**src/rtl/rtc_pirq_gen.sv**
```systemverilog
module rtc_pirq_gen #(
  parameter int CNT_W = 15,
  parameter int RATE_W = 4,
  parameter int DIV_W = 3,
  parameter logic [DIV_W-1:0] DIV_SLOW = 3'b010
) (
  input  logic              clk,
  input  logic              rst_n,
  input  logic              tb_tick,
  input  logic [RATE_W-1:0] rate_sel,
  input  logic [DIV_W-1:0]  div_sel,
  input  logic              pie_en,
  input  logic              aie_en,
  input  logic              uie_en,
  input  logic              sqw_en,
  input  logic              alarm_evt,
  input  logic              update_evt,
  input  logic              stat_rd,
  output logic [7:0]        stat_q,
  output logic              per_flag,
  output logic              irq_flag,
  output logic              irq_n,
  output logic              sqw
);
  localparam int EFF_W = RATE_W + 1;
  localparam int IDX_W = $clog2(CNT_W);
  localparam logic [EFF_W-1:0] SLOW_SHIFT = EFF_W'(7);

  logic [CNT_W-1:0] cnt;
  logic [EFF_W-1:0] eff;
  logic [CNT_W-1:0] pmask;
  logic [IDX_W-1:0] widx;
  logic             run, pev;
  logic             pf_q, af_q, uf_q;

  assign run = (div_sel[DIV_W-1:DIV_W-2] != 2'b11);

  always_comb begin
    if (rate_sel == '0)
      eff = '0;
    else if (div_sel == DIV_SLOW && rate_sel <= RATE_W'(2))
      eff = {1'b0, rate_sel} + SLOW_SHIFT;
    else
      eff = {1'b0, rate_sel};
  end

  assign pmask = (eff == '0) ? '0 : ((CNT_W'(1) << (eff - EFF_W'(1))) - CNT_W'(1));
  assign widx  = (eff >= EFF_W'(2)) ? IDX_W'(eff - EFF_W'(2)) : '0;
  assign pev   = run && tb_tick && (eff != '0) && ((cnt & pmask) == pmask);

  always_ff @(posedge clk or negedge rst_n) begin
    if (!rst_n)
      cnt <= '0;
    else if (!run)
      cnt <= '0;
    else if (tb_tick)
      cnt <= cnt + CNT_W'(1);
  end

  always_ff @(posedge clk or negedge rst_n) begin
    if (!rst_n) begin
      pf_q <= 1'b0;
      af_q <= 1'b0;
      uf_q <= 1'b0;
    end else begin
      pf_q <= (pf_q && !stat_rd) || pev;
      af_q <= (af_q && !stat_rd) || alarm_evt;
      uf_q <= (uf_q && !stat_rd) || update_evt;
    end
  end

  assign per_flag = pf_q;
  assign irq_flag = (pf_q && pie_en) || (af_q && aie_en) || (uf_q && uie_en);
  assign irq_n    = !irq_flag;
  assign stat_q   = {irq_flag, pf_q, af_q, uf_q, 4'b0000};
  assign sqw      = sqw_en && run && (eff != '0) && cnt[widx];


  pf_from_tick_chk: assert property (@(posedge clk) disable iff (!rst_n)
    $rose(pf_q) |-> $past(tb_tick));


  rate_off_chk: assert property (@(posedge clk) disable iff (!rst_n)
    (rate_sel == '0) |=> !$rose(pf_q));


  div_hold_chk: assert property (@(posedge clk) disable iff (!rst_n)
    !run |=> (!$rose(pf_q) && !sqw));


  read_clear_chk: assert property (@(posedge clk) disable iff (!rst_n)
    (stat_rd && !pev && !alarm_evt && !update_evt) |=> (stat_q[6:4] == 3'b000));


  irq_pin_chk: assert property (@(posedge clk) disable iff (!rst_n)
    ((per_flag && pie_en) || (stat_q[5] && aie_en) || (stat_q[4] && uie_en)) |-> !irq_n);


  alarm_set_chk: assert property (@(posedge clk) disable iff (!rst_n)
    alarm_evt |=> stat_q[5]);
endmodule

```
**config.mk**
```make
export PLATFORM = sky130hd
export DESIGN_NAME = rtc_pirq_gen
export DESIGN_NICKNAME = d
export VERILOG_FILES = /design/src/rtl/rtc_pirq_gen.sv
export SDC_FILE = /design/constraint.sdc
export NUM_CORES = 1
export LEC_CHECK = 0
export BUFFER_PORTS_ARGS = -buffer_cell sky130_fd_sc_hd__clkbuf_2
export CAP_MARGIN = 20
export CORE_UTILIZATION = 60
export DETAILED_ROUTE_END_ITERATION = 6
export PLACE_DENSITY = 0.83
export SYNTH_ARGS = -nofsm -noshare
export SYNTH_HDL_FRONTEND = slang
export SYNTH_SLANG_ARGS = --single-unit
```
**constraint.sdc**
```tcl
create_clock -name clk -period 11.4 [get_ports clk]
set_input_delay 1.71 -clock clk [delete_from_list [all_inputs] [get_ports clk]]
set_output_delay 1.71 -clock clk [all_outputs]
set_load 0.02 [all_outputs]
```
# Yosys cells after proc, flatten, opt, wreduce, memory -nomap -nowiden

Index checks and enable logic that the tools add are counted.

Bitwise operators: 1
Add/subtract/negate cells: 5
Equal/unequal tests: 4
Reductions and logical operators: 23
Order comparisons: 3
Shifts and indexed selects: 1
Muxes and demuxes: 8

Operators by type and width:

| cell                  | count |
|---|---|
| $mux 15               | 3 |
| $add 15x1->15 const B | 1 |
| $and 15x15->15        | 1 |
| $eq 15x15->1          | 1 |
| $shl 1x5->15 const A  | 1 |
| $sub 15x1->15 const B | 1 |
| $logic_and 1x1->1     | 13 |
| $mux 5                | 2 |
| $add 4x3->5 const B   | 1 |
| $ge 5x2->1 const B    | 1 |
| $logic_not 5->1       | 1 |
| $logic_or 1x1->1      | 5 |
| $lt 4x5->1 const B    | 1 |
| $reduce_bool 5->1     | 1 |
| $sub 5x1->5 const B   | 1 |
| $bmux 1 s4            | 1 |
| $le 4x2->1 const B    | 1 |
| $logic_not 4->1       | 1 |
| $mux 4                | 1 |
| $ne 2x2->1 const B    | 2 |
| $sub 4x2->4 const B   | 1 |
| $eq 3x2->1 const B    | 1 |
| $logic_not 1->1       | 2 |
| $mux 1                | 1 |

Bits of input ports: 17
Bits in registers: 18
Output and inout port bits: 12

# Depth between registers and ports, before layout

Gate-level depths: netlist of run 1.

Depth after elaboration: 12
Mapped depth: 22
Gate-level depth less buffers: 19

# Worst setup path after synthesis of run 1

OpenSTA, ideal clock, no wires.

Path type: input-to-output
Start point: input port rate_sel[0]
End point: output port sqw
Path slack: 4.923 ns
Stages on the path: 13
Arrival: 4.767 ns
Data required time: 9.690 ns
Path buffers: 1
Cell sequence: buf_2 > clkinv_1 > ha_1 > and2b_2 > nor4_2 > o21ai_0 > ha_1 > o211ai_2 > and2_4 > mux2i_1 > mux2i_1 > mux2i_1 > a311oi_1

Cells in the longest elaborated chain, start to end: 9
Elaborated cells between the ends (all ways): 14

RTL lines:

| element                                   | line | text |
|---|---|---|
| from (decl)                               | 10   | `input logic [RATE_W-1:0] rate_sel,` |
| $le 4x2->1                                | 41   | `else if (div_sel == DIV_SLOW && rate_sel <= RATE_W'(2))` |
| $logic_and 1x1->1                         | 41   |  |
| $mux 5                                    | 41   |  |
| $mux 5 (*)                                | 39   | `if (rate_sel == '0)` |
| $sub 4x2->4 or $ge 5x2->1 (tied branches) | 48   | `assign widx = (eff >= EFF_W'(2)) ? IDX_W'(eff - EFF_W'(2)) : '0;` |
| $mux 4                                    | 48   |  |
| $bmux 1 s4                                | 76   | `assign sqw = sqw_en && run && (eff != '0) && cnt[widx];` |
| $mux 1 (implied by the code)              | 76   |  |
| $logic_and 1x1->1 (*)                     | 76   |  |
| to (decl)                                 | 23   | `output logic sqw` |

Mark *: on every way between the ends. The rest lies on a longest branch, timed or not. The select of a mux whose other input is x is not followed.

# Worst setup path in the final report of run 1

Same ends and word-level chain as after synthesis.

==> results of run 1 <==
==> sequential cells by signal, summed over array words and instances, names as in the netlist <==
register and cells:
per_flag 1, uf_q 1, af_q 1, cnt 15
==> cell families (layout without fill, tap and decap cells) <==
kind of cell / Yosys count / in the layout / share of synthesized area
compound gates: 61 / 61 / 0.235
xor+xnor: 12 / 12 / 0.0540
fa+ha+maj: 6 / 6 / 0.0386
buf+inv: 29 / 40 / 0.0907
flops: 18 / 18 / 0.232
mux: 10 / 10 / 0.0650
other cells: 1 / 4 / 0.00193
simple gates: 98 / 98 / 0.283
==> placed cells by master (no fill, tap or decap), drive strengths merged, types with 3 or more instances in the layout <==
| cell | n |
|---|---|
| nand4 | 3 |
| inv | 11 |
| nand2b | 3 |
| clkbuf | 28 |
| and2 | 3 |
| conb | 4 |
| a21oi | 15 |
| and3 | 3 |
| o21ai | 10 |
| a31oi | 8 |
| xnor2 | 5 |
| nand2 | 22 |
| nor4 | 4 |
| mux2i | 7 |
| xor2 | 7 |
| nor2 | 30 |
| o31ai | 3 |
| o211ai | 3 |
| or3 | 3 |
| a21o | 4 |
| dfrtp | 18 |
| nor3 | 9 |
| ha | 6 |
| nand3 | 8 |
==> metal layers <==
layer | global-route usage | wire length (um) | vias to the layer above
li1 | - | - | 874
met1 | 0.443 | 2260 | 898
met4 | 0.0476 | 31 | 0
met5 | 0 | 0 | -
met2 | 0.412 | 2030 | 77
met3 | 0.0703 | 368 | 6
==> worst max-delay path, delay by kind of cell <==
kind                       cells  cell delay (ns)
muxes                          3             0.34
AOI/OAI and AO/OA              3             0.96
adders and majority gates      2             0.74
buffers and inverters          3             0.71
and+or+nand+nor                3             0.58
==> final cells by class <==
| class | instances | area, um^2 |
|---|---|---|
| sequential | 18 | 450 |
| inverter | 12 | 45.0 |
| tap | 44 | 55.1 |
| fill | 299 | 1020 |
| timing repair buffer | 24 | 120 |
| clock buffer | 4 | 36.3 |
| multi-input combinational | 191 | 1330 |
==> path summary, 6_finish.rpt <==
kind,from,end,depth (start not counted)
max reg2reg,cnt[3]$_DFFE_PN0P_,cnt[14]$_DFFE_PN0P_,8
min,af_q$_DFF_PN0_,af_q$_DFF_PN0_,1
max,rate_sel[0],sqw,14
max in group asynchronous,rst_n,cnt[6]$_DFFE_PN0P_,1
min reg2reg,af_q$_DFF_PN0_,af_q$_DFF_PN0_,1
min in group asynchronous,rst_n,cnt[2]$_DFFE_PN0P_,1
==> power groups by stage <==
stage | Clock (W) | Sequential, W | Combinational (W)
final | 0.0000391 | 0.0000796 | 0.0000625
after global routing | 0.0000411 | 0.0000802 | 0.0000695
after CTS | 0.0000398 | 0.0000794 | 0.0000619
after detailed placement | 0 | 0.0000807 | 0.0000616
after global placement | 0 | 0.0000803 | 0.0000607
after floorplan | 0 | 0.0000742 | 0.0000570
==> through the flow <==
step	cell area (um^2)	hold slack, ns
finish	2040	0.522
global route	2040	0.529
CTS	2040	0.521
detailed placement	2000	0.498
global placement	2000	0.497
floorplan	1960	0.477
==> results.cfg, run 1 <==
[sta]
fin_skew_ns = 0.00673
grt_setup_unrepaired = false
hold_viol = 0
max_freq_mhz = 148
final.setup.tns_ns = 0
slew_headroom = 0.556
worst_pin_slew_ns = 0.661
drv_slew = 0
worst_slack_ns = 4.63
min_period_ns = 6.77
setup-violations-final = 0
post-route-period-util = 0.594

[grt]
grtUsageTotal = 0.288
grt_pass1_wl_mm = 7.54
grt_pass1_vias = 1605
globalRouteOverflowTotal = 0
antenna_found_initial = 0
grt_max_degree = 19

[routing]
routed_wl_mm = 4.70
avgRoutedWirePerCell_um = 16.0
drt_iter0_markers = 155
vias = 1855
firstDrtPassIters = 4
drc_errors = 0
drtAntennaViolNets = 0
viasPerCell = 6.33

[power_and_ir_drop]
peakVddDrop_uv = 86.9
p_clk_frac = 0.216
combPwrFrac = 0.345
cellLeakagePower_nw = 0.903
p_per_area_nw_per_um2 = 89.0
swShare = 0.372
p_switching_w = 0.0000674
intPower_w = 0.000114
seqPwrFrac = 0.439
power_w = 0.000181

[synthesis]
synth_commonest_cells = nor2_1, nand2_1, dfrtp_1
synth.top_cell.area_share = 0.232
ys_warn_count = 0
synth.largest_area_cell = dfrtp_1
ys_seq_elements = 18
synthArstFlopShare = 1.00
syn_area_per_cell_um2 = 8.28
synth_edf_count = 0
yosys-top-cells-area = dfrtp_1, nor2_1, nand2_1
synth.distinct_cells = 70
synth_seq_area_share = 0.232
syn-instance-count = 235
synthMostInstantiatedCell = nor2_1
synthFlopType = dfrtp_1
synth_area_um2 = 1950

[critical_path]
cp_common_cell = mux2i_1
cp.arrival_ns = 5.06
critPathMaxStageDelay_ns = 0.47
path_cells = clkbuf_2, clkinv_1, ha_1, and2b_2, nor4_2, o21ai_0, ha_1, o211ai_2, and2_4, mux2i_1, mux2i_1, mux2i_1, a311oi_1, clkbuf_2
rrSetupSlack_ns = 9.57
worstPathRequired_ns = 9.69
startpoint_type = input port
critical_path_class = in -> out
endpoint_kind = output port
worst-path-max-fanout = 9
critPathSlowestCell = o21ai_0

[final_layout]
drive_gt1_frac = 0.229
diodes = 0
nNetsFinal = 273
syn_to_final_growth_pct = 4.69
layoutNonFillerInstCount = 293
final_core_util = 0.667

[floorplan]
die_width_um = 58.9
die_h_um = 58.9
initial_utilization = 0.637
coreArea_um2 = 3050
die_area_um2 = 3470
fp-row-count = 20
ioPinCount = 29

[clock_tree]
cts.path.max_buffers = 2
cts_resized = 0
cts_setup_buffers = 0
cts_tree = yes
cts_sinks = 18
clockRootBuffer = clkbuf_4
path_clk_slew_ns = 0.10
cts_made_buffers = 3
clk_latency_ns = 0.30
htreeDepth = 1
holdBufCountCts = 0

[place]
finalWeightedCongestion = 1.04
dp_hpwl_mm = 3.59
dpl.cell_count = 289
io_buffer_count = 24
place_ws_ns = 4.70

[hold_path]
hold_path.class = reg -> reg

[flow_run]
drv_cap = 0

[run_status]
outcome = finished clean
(Power assumes the default switching activity.)
==> run 2: changes to the inputs <==
--- a/config.mk
+++ b/config.mk
@@ -7,9 +7,9 @@
 export LEC_CHECK = 0
 export BUFFER_PORTS_ARGS = -buffer_cell sky130_fd_sc_hd__clkbuf_2
 export CAP_MARGIN = 20
-export CORE_UTILIZATION = 60
+export CORE_UTILIZATION = 52
 export DETAILED_ROUTE_END_ITERATION = 6
-export PLACE_DENSITY = 0.83
+export PLACE_DENSITY = 0.77
 export SYNTH_ARGS = -nofsm -noshare
 export SYNTH_HDL_FRONTEND = slang
 export SYNTH_SLANG_ARGS = --single-unit
==> constraint.sdc (replaced) <==
create_clock -name clk -period 5.8 [get_ports clk]
set_input_delay 0.87 -clock clk [delete_from_list [all_inputs] [get_ports clk]]
set_output_delay 0.87 -clock clk [all_outputs]
set_load 0.02 [all_outputs]
==> results.cfg, run 2 (synthesis gave the netlist of run 1 again) <==
[sta]
max_freq_mhz = 196
post-route-period-util = 0.880
hold_viol = 0
slew_headroom = 0.578
drv_slew = 0
fin_skew_ns = 0.00388
grt_setup_unrepaired = false
final.setup.tns_ns = 0
setup-violations-final = 0
worst_pin_slew_ns = 0.627
min_period_ns = 5.10

[routing]
drc_errors = 0
viasPerCell = 6.18
avgRoutedWirePerCell_um = 15.5
firstDrtPassIters = 6
drtAntennaViolNets = 0
routed_wl_mm = 4.55
drt_iter0_markers = 191
vias = 1816

[final_layout]
layout_common_cells = nor2_1, clkbuf_2, nand2_1, dfrtp_1, a21oi_1
final_common_cell = nor2_1
nNetsFinal = 273
layoutNonFillerInstCount = 294
diodes = 0
register_area_um2 = 450
drive_gt1_frac = 0.226
multi_input_area_um2 = 1330
fillers = 318
largest_reg_flops = 15
syn_to_final_growth_pct = 5.08
regMostFlops = cnt

[place]
dpl.cell_count = 291
dp_hpwl_mm = 3.56
finalWeightedCongestion = 0.966
io_buffer_count = 24

[critical_path]
critPathMaxStageDelay_ns = 0.56
path_cells = clkbuf_2, clkinv_1, ha_1, and2b_2, nor4_2, o21ai_0, ha_1, nor2_1, a21oi_2, mux4_2, nor3_1, a311oi_1, clkbuf_2
critical_path_class = in -> out
crit_family = compound AO/OA/AOI/OAI gates
cp.arrival_ns = 4.23
timing.critical_path.buf_inv = 3
critPathSlowestCell = mux4_2
worst-path-max-fanout = 9
worstPathRequired_ns = 4.93
startpoint_type = input port
endpoint_kind = output port

[clock_tree]
path_clk_slew_ns = 0.06
holdBufCountCts = 0
cts_made_buffers = 3
cts_sinks = 18
cts_tree = yes
clk_latency_ns = 0.25
clockRootBuffer = clkbuf_8
cts.path.max_buffers = 2
cts_setup_buffers = 0
htreeDepth = 1
cts_resized = 0

[floorplan]
coreArea_um2 = 3470
die_width_um = 63.2
initial_utilization = 0.561
ioPinCount = 29
fp-row-count = 21
die_area_um2 = 3990
die_h_um = 63.2

[power_and_ir_drop]
peakVddDrop_uv = 132
p_per_area_nw_per_um2 = 178
cellLeakagePower_nw = 0.903

[grt]
grt_use_met2 = 0.364
busiest_layer = met2
grt_pass1_vias = 1617
globalRouteOverflowTotal = 0
met1_usage = 0.339
grt_max_degree = 19
grt_use_met3 = 0.0525
grtUsageTotal = 0.238
antenna_found_initial = 0
grt_pass1_wl_mm = 7.53

[hold_path]
hold_path.class = reg -> reg

[run_status]
outcome = finished clean

[flow_run]
drv_cap = 0
run 2: layout make-up:
cell class	instances	share of cell area
Clock buffer	3	0.0202
Tap cell	46	0.0282
Timing Repair Buffer	24	0.0588
Multi-Input combinational cell	191	0.651
Inverter	12	0.0220
Sequential cell	18	0.220
run 2: through the flow:
| stage | worst slack [ns] | hold slack [ns] | instance area, um^2 | power, W | utilization |
|---|---|---|---|---|---|
| floorplan | 1.00 | 0.477 | 1960 | 0.000258 | - |
| global placement | 0.838 | 0.496 | 2000 | 0.000279 | 0.578 |
| detailed placement | 0.706 | 0.499 | 2000 | 0.000280 | 0.578 |
| CTS | 0.695 | 0.513 | 2040 | 0.000364 | 0.589 |
| global route | 0.459 | 0.530 | 2040 | 0.000385 | 0.589 |
| finish | 0.695 | 0.511 | 2040 | 0.000364 | 0.589 |
run 2: worst paths after layout:
path                                             to                from  slack [ns]  cells past startpoint
worst min-delay path                 af_q$_DFF_PN0_      af_q$_DFF_PN0_        0.51                      1
worst min register to register       af_q$_DFF_PN0_      af_q$_DFF_PN0_        0.51                      1
min in group asynchronous        cnt[9]$_DFFE_PN0P_               rst_n        0.55                      1
worst max-delay path                            sqw         rate_sel[0]        0.70                     13
worst max register to register  cnt[14]$_DFFE_PN0P_  cnt[3]$_DFFE_PN0P_        3.94                      8
max in group asynchronous       cnt[11]$_DFFE_PN0P_               rst_n        4.95                      1
run 2: power breakdown:
group	switching (W)	internal (W)
clock network	0.0000383	0.0000461
registers	0.0000197	0.000135
logic	0.0000734	0.0000507
total	0.000132	0.000232
run 2: layer usage:
| metal | routed length, um | vias to the layer above |
|---|---|---|
| met4 | 85 | 0 |
| met2 | 2050 | 96 |
| met5 | 0 | - |
| met1 | 2000 | 837 |
| li1 | - | 873 |
| met3 | 422 | 10 |
==> run 3: changes to the inputs <==
--- a/config.mk
+++ b/config.mk
@@ -9,7 +9,7 @@
 export CAP_MARGIN = 20
 export CORE_UTILIZATION = 52
 export DETAILED_ROUTE_END_ITERATION = 6
-export PLACE_DENSITY = 0.77
+export PLACE_DENSITY_LB_ADDON = 0.1
 export SYNTH_ARGS = -nofsm -noshare
 export SYNTH_HDL_FRONTEND = slang
 export SYNTH_SLANG_ARGS = --single-unit
==> results.cfg, run 3 (synthesis gave the netlist of run 1 again) <==
[sta]
setup-violations-final = 0
max_freq_mhz = 197
hold_viol = 0
post-route-period-util = 0.874
whs_ns = 0.518
worst_slack_ns = 0.733
grt_setup_unrepaired = false
slew_headroom = 0.564
final.setup.tns_ns = 0
drv_slew = 0
fin_skew_ns = 0.00612
min_period_ns = 5.07
worst_pin_slew_ns = 0.649

[run_status]
outcome = finished clean

[power_and_ir_drop]
seqPwrFrac = 0.406
p_switching_w = 0.000137
cellLeakagePower_nw = 0.910
p_per_area_nw_per_um2 = 186
p_clk_frac = 0.272
intPower_w = 0.000246
peakVddDrop_uv = 152
swShare = 0.359
combPwrFrac = 0.322

[final_layout]
layoutNonFillerInstCount = 295
largest_reg_flops = 15
fillers = 339
diodes = 0
regMostFlops = cnt
syn_to_final_growth_pct = 5.79
nNetsFinal = 273
final_common_cell = nor2_1
layout_common_cells = nor2_1, clkbuf_2, nand2_1, dfrtp_1, a21oi_1
drive_gt1_frac = 0.229

[routing]
avgRoutedWirePerCell_um = 16.0
drc_errors = 0
drt_iter0_markers = 197
vias = 1772
viasPerCell = 6.01
drtAntennaViolNets = 0
routed_wl_mm = 4.73
firstDrtPassIters = 4

[critical_path]
rrSetupSlack_ns = 3.98
reg2reg_depth = 8
critical_path_class = in -> out
worst-path-max-fanout = 9
startpoint_type = input port
endpoint_kind = output port
worstPathRequired_ns = 4.93
cp.arrival_ns = 4.20

[clock_tree]
holdBufCountCts = 0
cts_made_buffers = 3
cts_resized = 0
clk_latency_ns = 0.26
clockRootBuffer = clkbuf_8
cts_tree = yes
htreeDepth = 1
cts.path.max_buffers = 2
cts_sinks = 18
path_clk_slew_ns = 0.06
cts_setup_buffers = 0

[grt]
grt_max_degree = 19
globalRouteOverflowTotal = 0
grtUsageTotal = 0.258
antenna_found_initial = 0
grt_pass1_vias = 1700
grt_pass1_wl_mm = 8.02

[floorplan]
die_width_um = 63.2
coreArea_um2 = 3470
die_area_um2 = 3990
die_h_um = 63.2
fp-row-count = 21
initial_utilization = 0.561
ioPinCount = 29

[flow_run]
drv_cap = 0

[place]
io_buffer_count = 24
place_ws_ns = 0.749
finalWeightedCongestion = 0.987
dp_hpwl_mm = 3.74
dpl.cell_count = 291

[hold_path]
hold_path.class = reg -> reg
worstHoldPathCells = 1
-- run 3: final timing paths --
path,startpoint,end
setup / recovery,rate_sel[0],sqw
hold / removal,uf_q$_DFF_PN0_,uf_q$_DFF_PN0_
setup reg to reg,cnt[3]$_DFFE_PN0P_,cnt[12]$_DFFE_PN0P_
hold reg to reg,uf_q$_DFF_PN0_,uf_q$_DFF_PN0_
max in group asynchronous,rst_n,cnt[2]$_DFFE_PN0P_
min in group asynchronous,rst_n,cnt[8]$_DFFE_PN0P_
-- run 3: power groups by stage --
stage / Sequential (W) / Combinational, W / Clock, W
finish: 0.000156 / 0.000123 / 0.000104
global route: 0.000157 / 0.000138 / 0.000111
CTS: 0.000154 / 0.000123 / 0.000107
detailed placement: 0.000157 / 0.000122 / 0
global placement: 0.000157 / 0.000121 / 0
floorplan: 0.000146 / 0.000112 / 0
-- run 3: layout make-up --
class	instances	area (um^2)	share of cell area
flip-flops and latches	18	450	0.219
repair buffers	24	120	0.0584
clock buffers	4	55.1	0.0267
multi-input cells	191	1330	0.646
well taps	46	57.6	0.0280
inverters	12	45.0	0.0219
-- run 3: metrics by stage --
stage	util	total power, W	cell area [um^2]
final	0.593	0.000383	2060
after floorplan	-	0.000258	1960
after CTS	0.593	0.000384	2060
after global routing	0.593	0.000406	2060
after detailed placement	0.578	0.000279	2000
after global placement	0.578	0.000278	2000
-- run 3: critical path, cell delays in order --
cell and delay, ns:
clkbuf_2 0.19, clkinv_1 0.28, ha_1 0.31, and2b_2 0.30, nor4_2 0.06, o21ai_0 0.48, ha_1 0.41, nor2_1 0.10
a21oi_2 0.23, mux4_2 0.54, nor3_1 0.16, a311oi_1 0.08, clkbuf_2 0.18
-- run 3: layer usage --
metal / GRT usage / share of wire / vias up
met5: 0 / 0 / -
met4: 0.0994 / 0.017 / 0
met3: 0.0543 / 0.077 / 9
met2: 0.383 / 0.44 / 60
met1: 0.363 / 0.47 / 833
li1: - / - / 870
